$ cat config.mk
export PLATFORM = sky130hd
export DESIGN_NAME = lsag_unit
export DESIGN_NICKNAME = d
export VERILOG_FILES = /design/src/rtl/lsag_pkg.sv /design/src/rtl/lsag_decode.sv /design/src/rtl/lsag_seq.sv /design/src/rtl/lsag_dp.sv /design/src/rtl/lsag_unit.sv
export SDC_FILE = /design/constraint.sdc
export NUM_CORES = 1
export LEC_CHECK = 0
export ABC_CLOCK_PERIOD_IN_PS = 3500
export BUFFER_PORTS_ARGS = -buffer_cell sky130_fd_sc_hd__clkbuf_2
export CORE_ASPECT_RATIO = 1.4
export CORE_MARGIN = 4
export CORE_UTILIZATION = 56
export CTS_CLUSTER_DIAMETER = 100
export DETAILED_ROUTE_END_ITERATION = 16
export PLACE_DENSITY = 0.85
export SYNTH_ARGS = -nofsm -noshare
export SYNTH_HDL_FRONTEND = slang
export SYNTH_SLANG_ARGS = --single-unit
$ cat constraint.sdc
create_clock -name clk -period 3.5 [get_ports clk]
set_clock_uncertainty 0.05 [all_clocks]
set_input_delay 0.175 -clock clk [delete_from_list [all_inputs] [get_ports clk]]
set_output_delay 0.175 -clock clk [all_outputs]
set_load 0.05 [all_outputs]
$ cat src/rtl/lsag_pkg.sv
package lsag_pkg;

  localparam int OP_W = 5;

  // Op codes beyond the plain load/store space
  localparam logic [OP_W-1:0] OP_STORE_IMM_HL = 5'd16;
  localparam logic [OP_W-1:0] OP_INC_AT_HL    = 5'd17;
  localparam logic [OP_W-1:0] OP_DEC_AT_HL    = 5'd18;

  // Address form carried in op bits 2:0 (ordering is decoded)
  typedef enum logic [2:0] {
    AM_PAIR_BC   = 3'd0,
    AM_PAIR_DE   = 3'd1,
    AM_PAIR_HL   = 3'd2,
    AM_HL_POSTUP = 3'd3,
    AM_HL_POSTDN = 3'd4,
    AM_PAGE_C    = 3'd5,
    AM_PAGE_IMM  = 3'd6,
    AM_DIRECT    = 3'd7
  } addr_form_e;

  // How the instruction-stream byte(s) are consumed
  typedef enum logic [1:0] {
    FU_NONE   = 2'd0,
    FU_PAGE   = 2'd1,
    FU_DATA   = 2'd2,
    FU_DIRECT = 2'd3
  } fetch_use_e;

  typedef enum logic [2:0] {
    SQ_IDLE     = 3'd0,
    SQ_FETCH_LO = 3'd1,
    SQ_FETCH_HI = 3'd2,
    SQ_ACCESS   = 3'd3,
    SQ_RMW_WR   = 3'd4
  } seq_state_e;

  typedef struct packed {
    logic       store;
    logic       load_wb;
    logic       rmw;
    logic       rmw_dec;
    logic       hl_inc;
    logic       hl_dec;
    fetch_use_e fetch_use;
  } op_ctl_t;

endpackage

$ cat src/rtl/lsag_decode.sv
module lsag_decode
  import lsag_pkg::*;
#(
  parameter int              DATA_W  = 8,
  parameter logic [DATA_W-1:0] IO_PAGE = '1
) (
  input  logic [OP_W-1:0]     op_i,
  input  logic [2*DATA_W-1:0] bc_i,
  input  logic [2*DATA_W-1:0] de_i,
  input  logic [2*DATA_W-1:0] hl_i,
  input  logic [DATA_W-1:0]   acc_i,
  output logic                valid_o,
  output op_ctl_t             ctl_o,
  output logic [2*DATA_W-1:0] base_addr_o,
  output logic [DATA_W-1:0]   base_data_o
);

  localparam int ADDR_W = 2 * DATA_W;

  addr_form_e form;

  always_comb begin
    form        = addr_form_e'(op_i[2:0]);
    valid_o     = 1'b1;
    ctl_o       = '0;
    base_addr_o = hl_i;
    base_data_o = acc_i;
    if (!op_i[OP_W-1]) begin
      ctl_o.store   = op_i[3];
      ctl_o.load_wb = !op_i[3];
      case (form)
        AM_PAIR_BC:   base_addr_o = bc_i;
        AM_PAIR_DE:   base_addr_o = de_i;
        AM_PAIR_HL:   base_addr_o = hl_i;
        AM_HL_POSTUP: ctl_o.hl_inc = 1'b1;
        AM_HL_POSTDN: ctl_o.hl_dec = 1'b1;
        AM_PAGE_C:    base_addr_o = {IO_PAGE, bc_i[DATA_W-1:0]};
        AM_PAGE_IMM: begin
          base_addr_o     = {IO_PAGE, {DATA_W{1'b0}}};
          ctl_o.fetch_use = FU_PAGE;
        end
        AM_DIRECT: begin
          base_addr_o     = {ADDR_W{1'b0}};
          ctl_o.fetch_use = FU_DIRECT;
        end
        default: valid_o = 1'b0;
      endcase
    end else begin
      case (op_i)
        OP_STORE_IMM_HL: begin
          ctl_o.store     = 1'b1;
          ctl_o.fetch_use = FU_DATA;
        end
        OP_INC_AT_HL: ctl_o.rmw = 1'b1;
        OP_DEC_AT_HL: begin
          ctl_o.rmw     = 1'b1;
          ctl_o.rmw_dec = 1'b1;
        end
        default: valid_o = 1'b0;
      endcase
    end
  end

endmodule

$ cat src/rtl/lsag_seq.sv
module lsag_seq
  import lsag_pkg::*;
(
  input  logic       clk,
  input  logic       rst_n,
  input  logic       start_i,
  input  logic       valid_i,
  input  op_ctl_t    ctl_i,
  input  logic       ready_i,
  output logic       busy_o,
  output logic       fetch_req_o,
  output logic       mem_req_o,
  output logic       mem_we_o,
  output logic       accept_o,
  output logic       lo_ok_o,
  output logic       hi_ok_o,
  output logic       rmw_ok_o,
  output logic       fin_o,
  output logic       wb_o,
  output logic       hl_inc_o,
  output logic       hl_dec_o,
  output logic       rmw_dec_o,
  output fetch_use_e fetch_use_o
);

  seq_state_e st_q, st_d;
  op_ctl_t    ctl_q, ctl_d;
  logic       ctl_en;

  // next-state process
  always_comb begin
    accept_o = (st_q == SQ_IDLE) && start_i && valid_i;
    st_d     = st_q;
    case (st_q)
      SQ_IDLE:
        if (accept_o) st_d = (ctl_i.fetch_use == FU_NONE) ? SQ_ACCESS : SQ_FETCH_LO;
      SQ_FETCH_LO:
        if (ready_i) st_d = (ctl_q.fetch_use == FU_DIRECT) ? SQ_FETCH_HI : SQ_ACCESS;
      SQ_FETCH_HI:
        if (ready_i) st_d = SQ_ACCESS;
      SQ_ACCESS:
        if (ready_i) st_d = ctl_q.rmw ? SQ_RMW_WR : SQ_IDLE;
      SQ_RMW_WR:
        if (ready_i) st_d = SQ_IDLE;
      default: st_d = SQ_IDLE;
    endcase
    ctl_en = accept_o;
    ctl_d  = ctl_i;
  end

  // register process
  always_ff @(posedge clk or negedge rst_n) begin
    if (!rst_n) begin
      st_q  <= SQ_IDLE;
      ctl_q <= '0;
    end else begin
      st_q <= st_d;
      if (ctl_en) ctl_q <= ctl_d;
    end
  end

  always_comb begin
    busy_o      = (st_q != SQ_IDLE);
    fetch_req_o = (st_q == SQ_FETCH_LO) || (st_q == SQ_FETCH_HI);
    mem_req_o   = (st_q == SQ_ACCESS) || (st_q == SQ_RMW_WR);
    mem_we_o    = ((st_q == SQ_ACCESS) && ctl_q.store) || (st_q == SQ_RMW_WR);
    lo_ok_o     = ready_i && (st_q == SQ_FETCH_LO);
    hi_ok_o     = ready_i && (st_q == SQ_FETCH_HI);
    rmw_ok_o    = ready_i && (st_q == SQ_ACCESS) && ctl_q.rmw;
    wb_o        = ready_i && (st_q == SQ_ACCESS) && ctl_q.load_wb;
    fin_o       = ready_i && (((st_q == SQ_ACCESS) && !ctl_q.rmw) || (st_q == SQ_RMW_WR));
    hl_inc_o    = ctl_q.hl_inc;
    hl_dec_o    = ctl_q.hl_dec;
    rmw_dec_o   = ctl_q.rmw_dec;
    fetch_use_o = ctl_q.fetch_use;
  end

  // a fetch and a data access never share a cycle
  p_single_request_r7: assert property (@(posedge clk) disable iff (!rst_n)
    !(fetch_req_o && mem_req_o));

  // an unacknowledged fetch is still pending next cycle
  p_fetch_stall_r8: assert property (@(posedge clk) disable iff (!rst_n)
    fetch_req_o && !ready_i |=> fetch_req_o);

  // completion returns the sequencer to idle
  p_done_then_idle_r11: assert property (@(posedge clk) disable iff (!rst_n)
    fin_o |=> !busy_o);

  // a start while busy does not restart the sequence
  p_busy_lockout_r9: assert property (@(posedge clk) disable iff (!rst_n)
    busy_o && start_i && !fin_o |=> busy_o);

endmodule

$ cat src/rtl/lsag_dp.sv
module lsag_dp
  import lsag_pkg::*;
#(
  parameter int DATA_W = 8
) (
  input  logic                clk,
  input  logic                rst_n,
  input  logic                accept_i,
  input  logic                lo_ok_i,
  input  logic                hi_ok_i,
  input  logic                rmw_ok_i,
  input  fetch_use_e          fetch_use_i,
  input  logic                rmw_dec_i,
  input  logic                hl_inc_i,
  input  logic [2*DATA_W-1:0] base_addr_i,
  input  logic [DATA_W-1:0]   base_data_i,
  input  logic [2*DATA_W-1:0] hl_i,
  input  logic [DATA_W-1:0]   fetch_data_i,
  input  logic [DATA_W-1:0]   rdata_i,
  output logic [2*DATA_W-1:0] addr_o,
  output logic [DATA_W-1:0]   wdata_o,
  output logic [2*DATA_W-1:0] hl_next_o
);

  localparam int                ADDR_W   = 2 * DATA_W;
  localparam logic [ADDR_W-1:0] HL_ONE   = ADDR_W'(1);
  localparam logic [DATA_W-1:0] BYTE_ONE = DATA_W'(1);

  logic [ADDR_W-1:0] addr_q, addr_d, hl_q;
  logic [DATA_W-1:0] data_q, data_d;
  logic              addr_en, data_en;

  // next-value process
  always_comb begin
    addr_d  = addr_q;
    data_d  = data_q;
    addr_en = 1'b0;
    data_en = 1'b0;
    if (accept_i) begin
      addr_d  = base_addr_i;
      data_d  = base_data_i;
      addr_en = 1'b1;
      data_en = 1'b1;
    end else if (lo_ok_i) begin
      if (fetch_use_i == FU_DATA) begin
        data_d  = fetch_data_i;
        data_en = 1'b1;
      end else begin
        addr_d[DATA_W-1:0] = fetch_data_i;
        addr_en            = 1'b1;
      end
    end else if (hi_ok_i) begin
      addr_d[ADDR_W-1:DATA_W] = fetch_data_i;
      addr_en                 = 1'b1;
    end else if (rmw_ok_i) begin
      data_d  = rmw_dec_i ? (rdata_i - BYTE_ONE) : (rdata_i + BYTE_ONE);
      data_en = 1'b1;
    end
  end

  // register process
  always_ff @(posedge clk or negedge rst_n) begin
    if (!rst_n) begin
      addr_q <= '0;
      data_q <= '0;
      hl_q   <= '0;
    end else begin
      if (addr_en)  addr_q <= addr_d;
      if (data_en)  data_q <= data_d;
      if (accept_i) hl_q   <= hl_i;
    end
  end

  assign addr_o    = addr_q;
  assign wdata_o   = data_q;
  assign hl_next_o = hl_inc_i ? (hl_q + HL_ONE) : (hl_q - HL_ONE);

endmodule

$ cat src/rtl/lsag_unit.sv
module lsag_unit
  import lsag_pkg::*;
#(
  parameter int                DATA_W  = 8,
  parameter logic [DATA_W-1:0] IO_PAGE = '1
) (
  input  logic                clk,
  input  logic                rst_n,
  input  logic                start_i,
  input  logic [OP_W-1:0]     op_i,
  input  logic [2*DATA_W-1:0] bc_i,
  input  logic [2*DATA_W-1:0] de_i,
  input  logic [2*DATA_W-1:0] hl_i,
  input  logic [DATA_W-1:0]   acc_i,
  input  logic [DATA_W-1:0]   fetch_data_i,
  input  logic [DATA_W-1:0]   mem_rdata_i,
  input  logic                mem_ready_i,
  output logic                busy_o,
  output logic                done_o,
  output logic                fetch_req_o,
  output logic                mem_req_o,
  output logic                mem_we_o,
  output logic [2*DATA_W-1:0] mem_addr_o,
  output logic [DATA_W-1:0]   mem_wdata_o,
  output logic                hl_we_o,
  output logic [2*DATA_W-1:0] hl_data_o,
  output logic                wb_we_o,
  output logic [DATA_W-1:0]   wb_data_o
);

  localparam int ADDR_W = 2 * DATA_W;

  // reset: asserted asynchronously, released on the clock
  logic rst_meta_q, rst_sync_n;
  always_ff @(posedge clk or negedge rst_n) begin
    if (!rst_n) begin
      rst_meta_q <= 1'b0;
      rst_sync_n <= 1'b0;
    end else begin
      rst_meta_q <= 1'b1;
      rst_sync_n <= rst_meta_q;
    end
  end

  logic              dec_valid;
  op_ctl_t           dec_ctl;
  logic [ADDR_W-1:0] dec_addr;
  logic [DATA_W-1:0] dec_data;

  lsag_decode #(.DATA_W(DATA_W), .IO_PAGE(IO_PAGE)) u_decode (
    .op_i        (op_i),
    .bc_i        (bc_i),
    .de_i        (de_i),
    .hl_i        (hl_i),
    .acc_i       (acc_i),
    .valid_o     (dec_valid),
    .ctl_o       (dec_ctl),
    .base_addr_o (dec_addr),
    .base_data_o (dec_data)
  );

  logic       accept, lo_ok, hi_ok, rmw_ok, fin, wb, hl_inc, hl_dec, rmw_dec;
  fetch_use_e fetch_use;

  lsag_seq u_seq (
    .clk         (clk),
    .rst_n       (rst_sync_n),
    .start_i     (start_i),
    .valid_i     (dec_valid),
    .ctl_i       (dec_ctl),
    .ready_i     (mem_ready_i),
    .busy_o      (busy_o),
    .fetch_req_o (fetch_req_o),
    .mem_req_o   (mem_req_o),
    .mem_we_o    (mem_we_o),
    .accept_o    (accept),
    .lo_ok_o     (lo_ok),
    .hi_ok_o     (hi_ok),
    .rmw_ok_o    (rmw_ok),
    .fin_o       (fin),
    .wb_o        (wb),
    .hl_inc_o    (hl_inc),
    .hl_dec_o    (hl_dec),
    .rmw_dec_o   (rmw_dec),
    .fetch_use_o (fetch_use)
  );

  lsag_dp #(.DATA_W(DATA_W)) u_dp (
    .clk          (clk),
    .rst_n        (rst_sync_n),
    .accept_i     (accept),
    .lo_ok_i      (lo_ok),
    .hi_ok_i      (hi_ok),
    .rmw_ok_i     (rmw_ok),
    .fetch_use_i  (fetch_use),
    .rmw_dec_i    (rmw_dec),
    .hl_inc_i     (hl_inc),
    .base_addr_i  (dec_addr),
    .base_data_i  (dec_data),
    .hl_i         (hl_i),
    .fetch_data_i (fetch_data_i),
    .rdata_i      (mem_rdata_i),
    .addr_o       (mem_addr_o),
    .wdata_o      (mem_wdata_o),
    .hl_next_o    (hl_data_o)
  );

  assign done_o    = fin;
  assign hl_we_o   = fin && (hl_inc || hl_dec);
  assign wb_we_o   = wb;
  assign wb_data_o = mem_rdata_i;

  // a stalled data request keeps address, direction and data
  p_access_hold_r8: assert property (@(posedge clk) disable iff (!rst_sync_n)
    mem_req_o && !mem_ready_i |=> mem_req_o && $stable(mem_addr_o)
                                   && $stable(mem_we_o) && $stable(mem_wdata_o));

  // page-relative accesses land in the fixed high page
  p_page_base_r3: assert property (@(posedge clk) disable iff (!rst_sync_n)
    mem_req_o && (fetch_use == FU_PAGE) |-> mem_addr_o[ADDR_W-1:DATA_W] == IO_PAGE);

  // a request right after an acknowledged read is the write-back to the same byte
  p_rmw_same_addr_r6: assert property (@(posedge clk) disable iff (!rst_sync_n)
    mem_req_o && $past(mem_req_o && !mem_we_o && mem_ready_i)
      |-> mem_we_o && (mem_addr_o == $past(mem_addr_o)));

  // HL is only written back as the data access completes
  p_hl_at_access_r2: assert property (@(posedge clk) disable iff (!rst_sync_n)
    hl_we_o |-> mem_req_o && mem_ready_i && done_o);

  // write-back only accompanies an acknowledged read
  p_wb_on_read_r1: assert property (@(posedge clk) disable iff (!rst_sync_n)
    wb_we_o |-> mem_req_o && !mem_we_o && mem_ready_i);

endmodule

# Word-level counts from Yosys, hierarchy flattened
# Cells that the tools add are included.
# W data, S select, Z words.
[word_totals]
reg_bits = 53
wordCells = 119
[classes]
n_addsub = 4
n_eq_ne = 24
muxes = 46
n_reduce_logical = 31
[ops]
columns = ["cell", "count"]
rows = [
  ["$mux W8", 10],
  ["$pmux W16 S5", 1],
  ["$mux W16", 3],
  ["$mux W1", 19],
  ["$mux W3", 6],
  ["$add A16 B1 Y16 const B", 1],
  ["$sub A16 B1 Y16 const B", 1],
  ["$eq A3 B3 Y1 const B", 5],
  ["$eq A5 B5 Y1 const B", 3],
  ["$pmux W3 S5", 1],
  ["$ne A2 B2 Y1 const B", 7],
  ["$logic_and A1 B1 Y1", 11],
  ["$mux W2", 5],
  ["$eq A3 B2 Y1 const B", 3],
  ["$add A8 B1 Y8 const B", 1],
  ["$sub A8 B1 Y8 const B", 1],
  ["$eq A3 B1 Y1 const B", 2],
  ["$logic_not A3 Y1", 2],
  ["$reduce_and A3 Y1", 2],
  ["$reduce_bool A3 Y1", 2],
  ["$logic_or A1 B1 Y1", 5],
  ["$reduce_and A5 Y1", 1],
  ["$eq A2 B2 Y1 const B", 2],
  ["$pmux W2 S2", 1],
  ["other kinds (8)", 10],
]

# Longest topological paths before layout
[depth]
ltp_word = 8
mapped_depth = 8
ltp_nobuf = 7

# By module
# Synthesis repeated with hierarchy kept, for this count alone.
[unflattened]
hier_cells = 484
hier_area_um2 = 4317.9
[by_module_without_submodules]
columns = ["module", "instances", "cells_per_inst", "area_per_inst_um2", "seq_area_each_um2"]
rows = [
  ["lsag_dp", 1, 312, 2856.5, 1001.0],
  ["lsag_decode", 1, 105, 749.5, 0.0],
  ["lsag_seq", 1, 55, 590.6, 275.3],
  ["lsag_unit", 1, 12, 121.4, 50.0],
]

# Worst setup path after synthesis
# OpenSTA, ideal clock, no wires.
[synth_timing]
kind = "register to output"
from = "reg u_seq.ctl_q, in the netlist u_seq.hl_inc_o"
to = "out hl_data_o[13]"
arrival_ns = 3.512
required_ns = 3.275
slack_ns = -0.237
stages_incl_launch_ff = 8
path_cell_list = "dfrtp_1 > inv_1 > ha_1 > a21oi_1 > and2_1 > and3_1 > o21a_1 > o311ai_0"
[synth_via]
elab_chain_len = 1
[synth_rtl]
columns = ["item", "line_no", "source"]
rows = [
  ["start: declaration", "lsag_seq.sv:27", "op_ctl_t ctl_q, ctl_d;"],
  ["start signal: assignment", "lsag_seq.sv:58", "if (ctl_en) ctl_q <= ctl_d;"],
  ["$mux W16", "lsag_dp.sv:76", "assign hl_next_o = hl_inc_i ? (hl_q + HL_ONE) : (hl_q - HL_ONE);"],
  ["end: declaration", "lsag_unit.sv:26", "output logic [2*DATA_W-1:0] hl_data_o,"],
]
# Every way passes these cells.

# Worst setup path after layout
[layout_timing]
from = "reg u_seq.ctl_q, in the netlist u_seq.hl_inc_o"
to = "out hl_data_o[14]"
# Same word-level chain as after synthesis.

==> flow_summary.json <==
{
  "cts-root-buf": "clkbuf_8",
  "synth_seq_area_share_pct": 30.9,
  "average_detailed_routed_wire_length_per_instance_um": 17.3,
  "xor_and_xnor_fraction_of_the_mapped_netlist_area_pct": 3.67,
  "num_antenna_cells": 0,
  "final-setup-viol-count": 0,
  "detail_route.wirelength_mm": 12.0,
  "floorplan.io_pins": 136,
  "finalHoldViolations": 0,
  "flow.area_growth_from_synthesis_pct": 16.1,
  "synth_largest_type_area_fraction_pct": 30.9,
  "drtIter0Drc": 202,
  "cts_hold_repair.buffers": 1,
  "fill_cells": 638,
  "worstReg2RegEnd": "u_seq.fetch_use_o[1]$_DFFE_PN0P_",
  "route.vias.total": 4132,
  "synth.top_cells.by_count": "nand2_1 (65), dfrtp_1 (53), o21ai_0 (36)",
  "portBuffers": 135,
  "rows": 37,
  "worst_r2r_path_depth": 5,
  "groute.usage.overall_pct": 27.3,
  "synth_nets": 590,
  "postRouteAntennaNets": 0,
  "clk-insertion-delay-late_ns": 0.31,
  "dp_hpwl_mm": 9.60,
  "avgSynthCellArea_um2": 8.83,
  "placedCellCount": 687,
  "grt_util_met1_pct": 31.4,
  "tritoncts": "done",
  "dpl_worst_slack_ns": 0.656,
  "layout_setup_ws_ns": 0.290,
  "synth_flop_cell": "dfrtp_1",
  "finalWorstPathRequiredPeriod_ns": 3.21,
  "compound_gate_fraction_of_synth_area_pct": 28.5,
  "worst_pin_slew_ns": 1.12,
  "grt_pass1_wl_mm": 19.6,
  "synth-seq-cells": 53,
  "rsz0062_at_grt": "no",
  "hp-class": "input port to flop",
  "synth.most_common_cell": "nand2_1",
  "post_drt_via_cell_ratio": 5.94,
  "firstDrtPassIters": 6,
  "synth_cell_types": 72,
  "die_width_um": 82.0,
  "drv_cap": 0,
  "initial_utilization_pct": 58.0,
  "overflow": 0,
  "netlist_top_cells_area": "dfrtp_1 (31%), ha_1 (5.8%), nand2_1 (5.7%)",
  "path_max_fanout": 15,
  "max-slew-margin-rel_pct": 25.4,
  "status": "completed",
  "final_cell_count_no_fill": 696,
  "fraction_of_the_cycle_the_final_worst_path_needs_pct": 91.7,
  "timing.hold.worst_endpoint": "u_dp.hl_q[6]$_DFFE_PN0P_",
  "synthArstFlopShare_pct": 100,
  "cts_inserted_buffers": 5,
  "cp-start-kind": "flop",
  "synthesis.instances": 487,
  "postCtsResizedCells": 0,
  "clockBufferDepth": 2,
  "gr-usage-met3_pct": 5.58,
  "number_of_nets_at_the_end_of_the_flow": 701,
  "max_freq_mhz": 312,
  "finalWeightedCongestion": 0.877,
  "simple_gate_share_of_the_synthesized_area_pct": 16.3,
  "coreArea_mm2": 0.00741,
  "ctsHtreeMaxLevel": 2,
  "worstReg2RegStart": "u_seq.st_q[1]$_DFFE_PN0P_",
  "slack_of_the_worst_reg_to_reg_path_ns": 1.01,
  "muxShareOfSynthArea_pct": 6.49,
  "number_of_flops_mapped_to_enable_cells_by_yosys": 0,
  "top_usage_layer": "met2",
  "area_share_of_fa_ha_maj_cells_after_synthesis_pct": 6.75,
  "hold_path_startpoint": "hl_i[6]",
  "cts.repair_timing.setup_buffer_count": 0,
  "synth-warning-count": 0,
  "worst_path_arrival_ns": 2.98,
  "met2_resource_use_gr_pct": 47.7,
  "timing.critical_path.to_type": "output port",
  "drc_errors": 0,
  "pin_count_of_the_biggest_net_entering_global_routing": 52,
  "worst-setup-path-type": "flop to output port",
  "die-area_mm2": 0.00916,
  "final_layout_size_suffix_gt1_share_pct": 29.0,
  "path_clk_slew_ns": 0.09,
  "syn_area_mm2": 0.00430,
  "leading_area_contributor_after_synthesis": "dfrtp_1",
  "synth_top_family_by_area": "compound AO/OA/AOI/OAI gates",
  "timing.critical_path.required_ns": 3.27,
  "grt_pass1_vias": 4183,
  "hold_depth": 3,
  "die_y_um": 112,
  "slew_viol_final": 0,
  "fin_setup_tns_ns": 0,
  "grt_antenna_before_repair": 0,
  "tritoncts_num_sinks": 53
}
[state kept, by name, indices dropped and copies added, names as in the netlist]
signal,flops
u_seq.hl_dec_o,1
u_seq.hl_inc_o,1
u_dp.hl_q,16
u_seq.st_q,3
u_seq.ctl_q,3
rst_sync_n,1
u_seq.fetch_use_o,2
u_dp.wdata_o,8
u_dp.addr_o,16
u_seq.rmw_dec_o,1
rst_meta_q,1
[how the worst max path moves through the flow]
stage | endpoint | depth (start not counted) | slack (ns) | startpoint
after global placement | hl_data_o[15] | 8 | 0.76 | u_seq.hl_inc_o$_DFFE_PN0P_
final | hl_data_o[14] | 8 | 0.29 | u_seq.hl_inc_o$_DFFE_PN0P_
after CTS | hl_data_o[14] | 8 | 0.29 | u_seq.hl_inc_o$_DFFE_PN0P_
after floorplan | hl_data_o[13] | 7 | 0.36 | u_seq.hl_inc_o$_DFFE_PN0P_
after global routing | hl_data_o[14] | 8 | 0.15 | u_seq.hl_inc_o$_DFFE_PN0P_
after detailed placement | hl_data_o[14] | 8 | 0.66 | u_seq.hl_inc_o$_DFFE_PN0P_
[area by class of cell]
class | count | area, um^2 | area share, %
clock inverters | 2 | 10.0 | 0.201
repair buffers | 139 | 708 | 14.2
inverters | 23 | 86.3 | 1.73
clock buffers | 6 | 72.6 | 1.45
well taps | 97 | 121 | 2.43
multi-input cells | 376 | 2660 | 53.4
flip-flops and latches | 53 | 1330 | 26.6
[placed cells by master, fill, tap and decap left out, types with 5 or more instances in the layout]
master | Yosys | layout
nand4_1 | 6 | 6
a221oi_1 | 8 | 8
and3_1 | 6 | 6
o21ai_0 | 36 | 36
o211ai_1 | 5 | 5
mux2_2 | 7 | 7
and2_1 | 5 | 5
o21a_1 | 7 | 7
ha_1 | 20 | 20
o211a_1 | 7 | 7
xor2_1 | 6 | 6
a211o_1 | 5 | 5
clkbuf_8 | 0 | 5
mux2i_1 | 20 | 20
clkbuf_2 | 1 | 135
o22ai_1 | 8 | 8
nand2b_1 | 6 | 6
nor2_1 | 24 | 24
o21ai_1 | 5 | 5
xnor2_1 | 12 | 12
dfrtp_1 | 53 | 52
nand3_1 | 7 | 7
inv_1 | 23 | 23
o21bai_1 | 9 | 9
nand2_1 | 65 | 65
a22oi_1 | 9 | 9
a21o_1 | 7 | 7
a211oi_2 | 8 | 8
a21oi_1 | 16 | 16
[layer usage]
metal	share of wire (%)	up-vias
met5	0	-
met4	3.5	0
met3	6.6	29
met2	53	154
met1	37	1951
li1	-	1998
[critical path, cell delays in order (launching register included)]
cell,delay [ns]
dfrtp_1,0.44
inv_1,0.28
ha_1,0.45
nor2b_1,0.20
o211ai_1,0.15
a221oi_2,0.48
a311oi_1,0.18
xnor2_1,0.18
clkbuf_2,0.30
[through the flow]
step	util (%)	area (um^2)	hold slack [ns]
floorplan	-	4300	-0.171
global placement	66.1	4900	-0.0881
detailed placement	66.1	4900	-0.0874
CTS	67.3	4990	0.00875
global route	67.3	4990	0.00835
finish	67.3	4990	0.0155
[cell families (layout without fill, tap and decap cells)]
logic type                 Yosys count  in the layout
other                                1              1
adders and majority gates           22             22
muxes                               27             27
buffers and inverters               58            170
AOI/OAI and AO/OA                  164            164
and+or+nand+nor                    144            144
xor gates and xnor gates            18             18
DFF                                 53             53
Power is not shown: default switching activity piles up to over one toggle a cycle in this logic, so the estimate is an artifact.
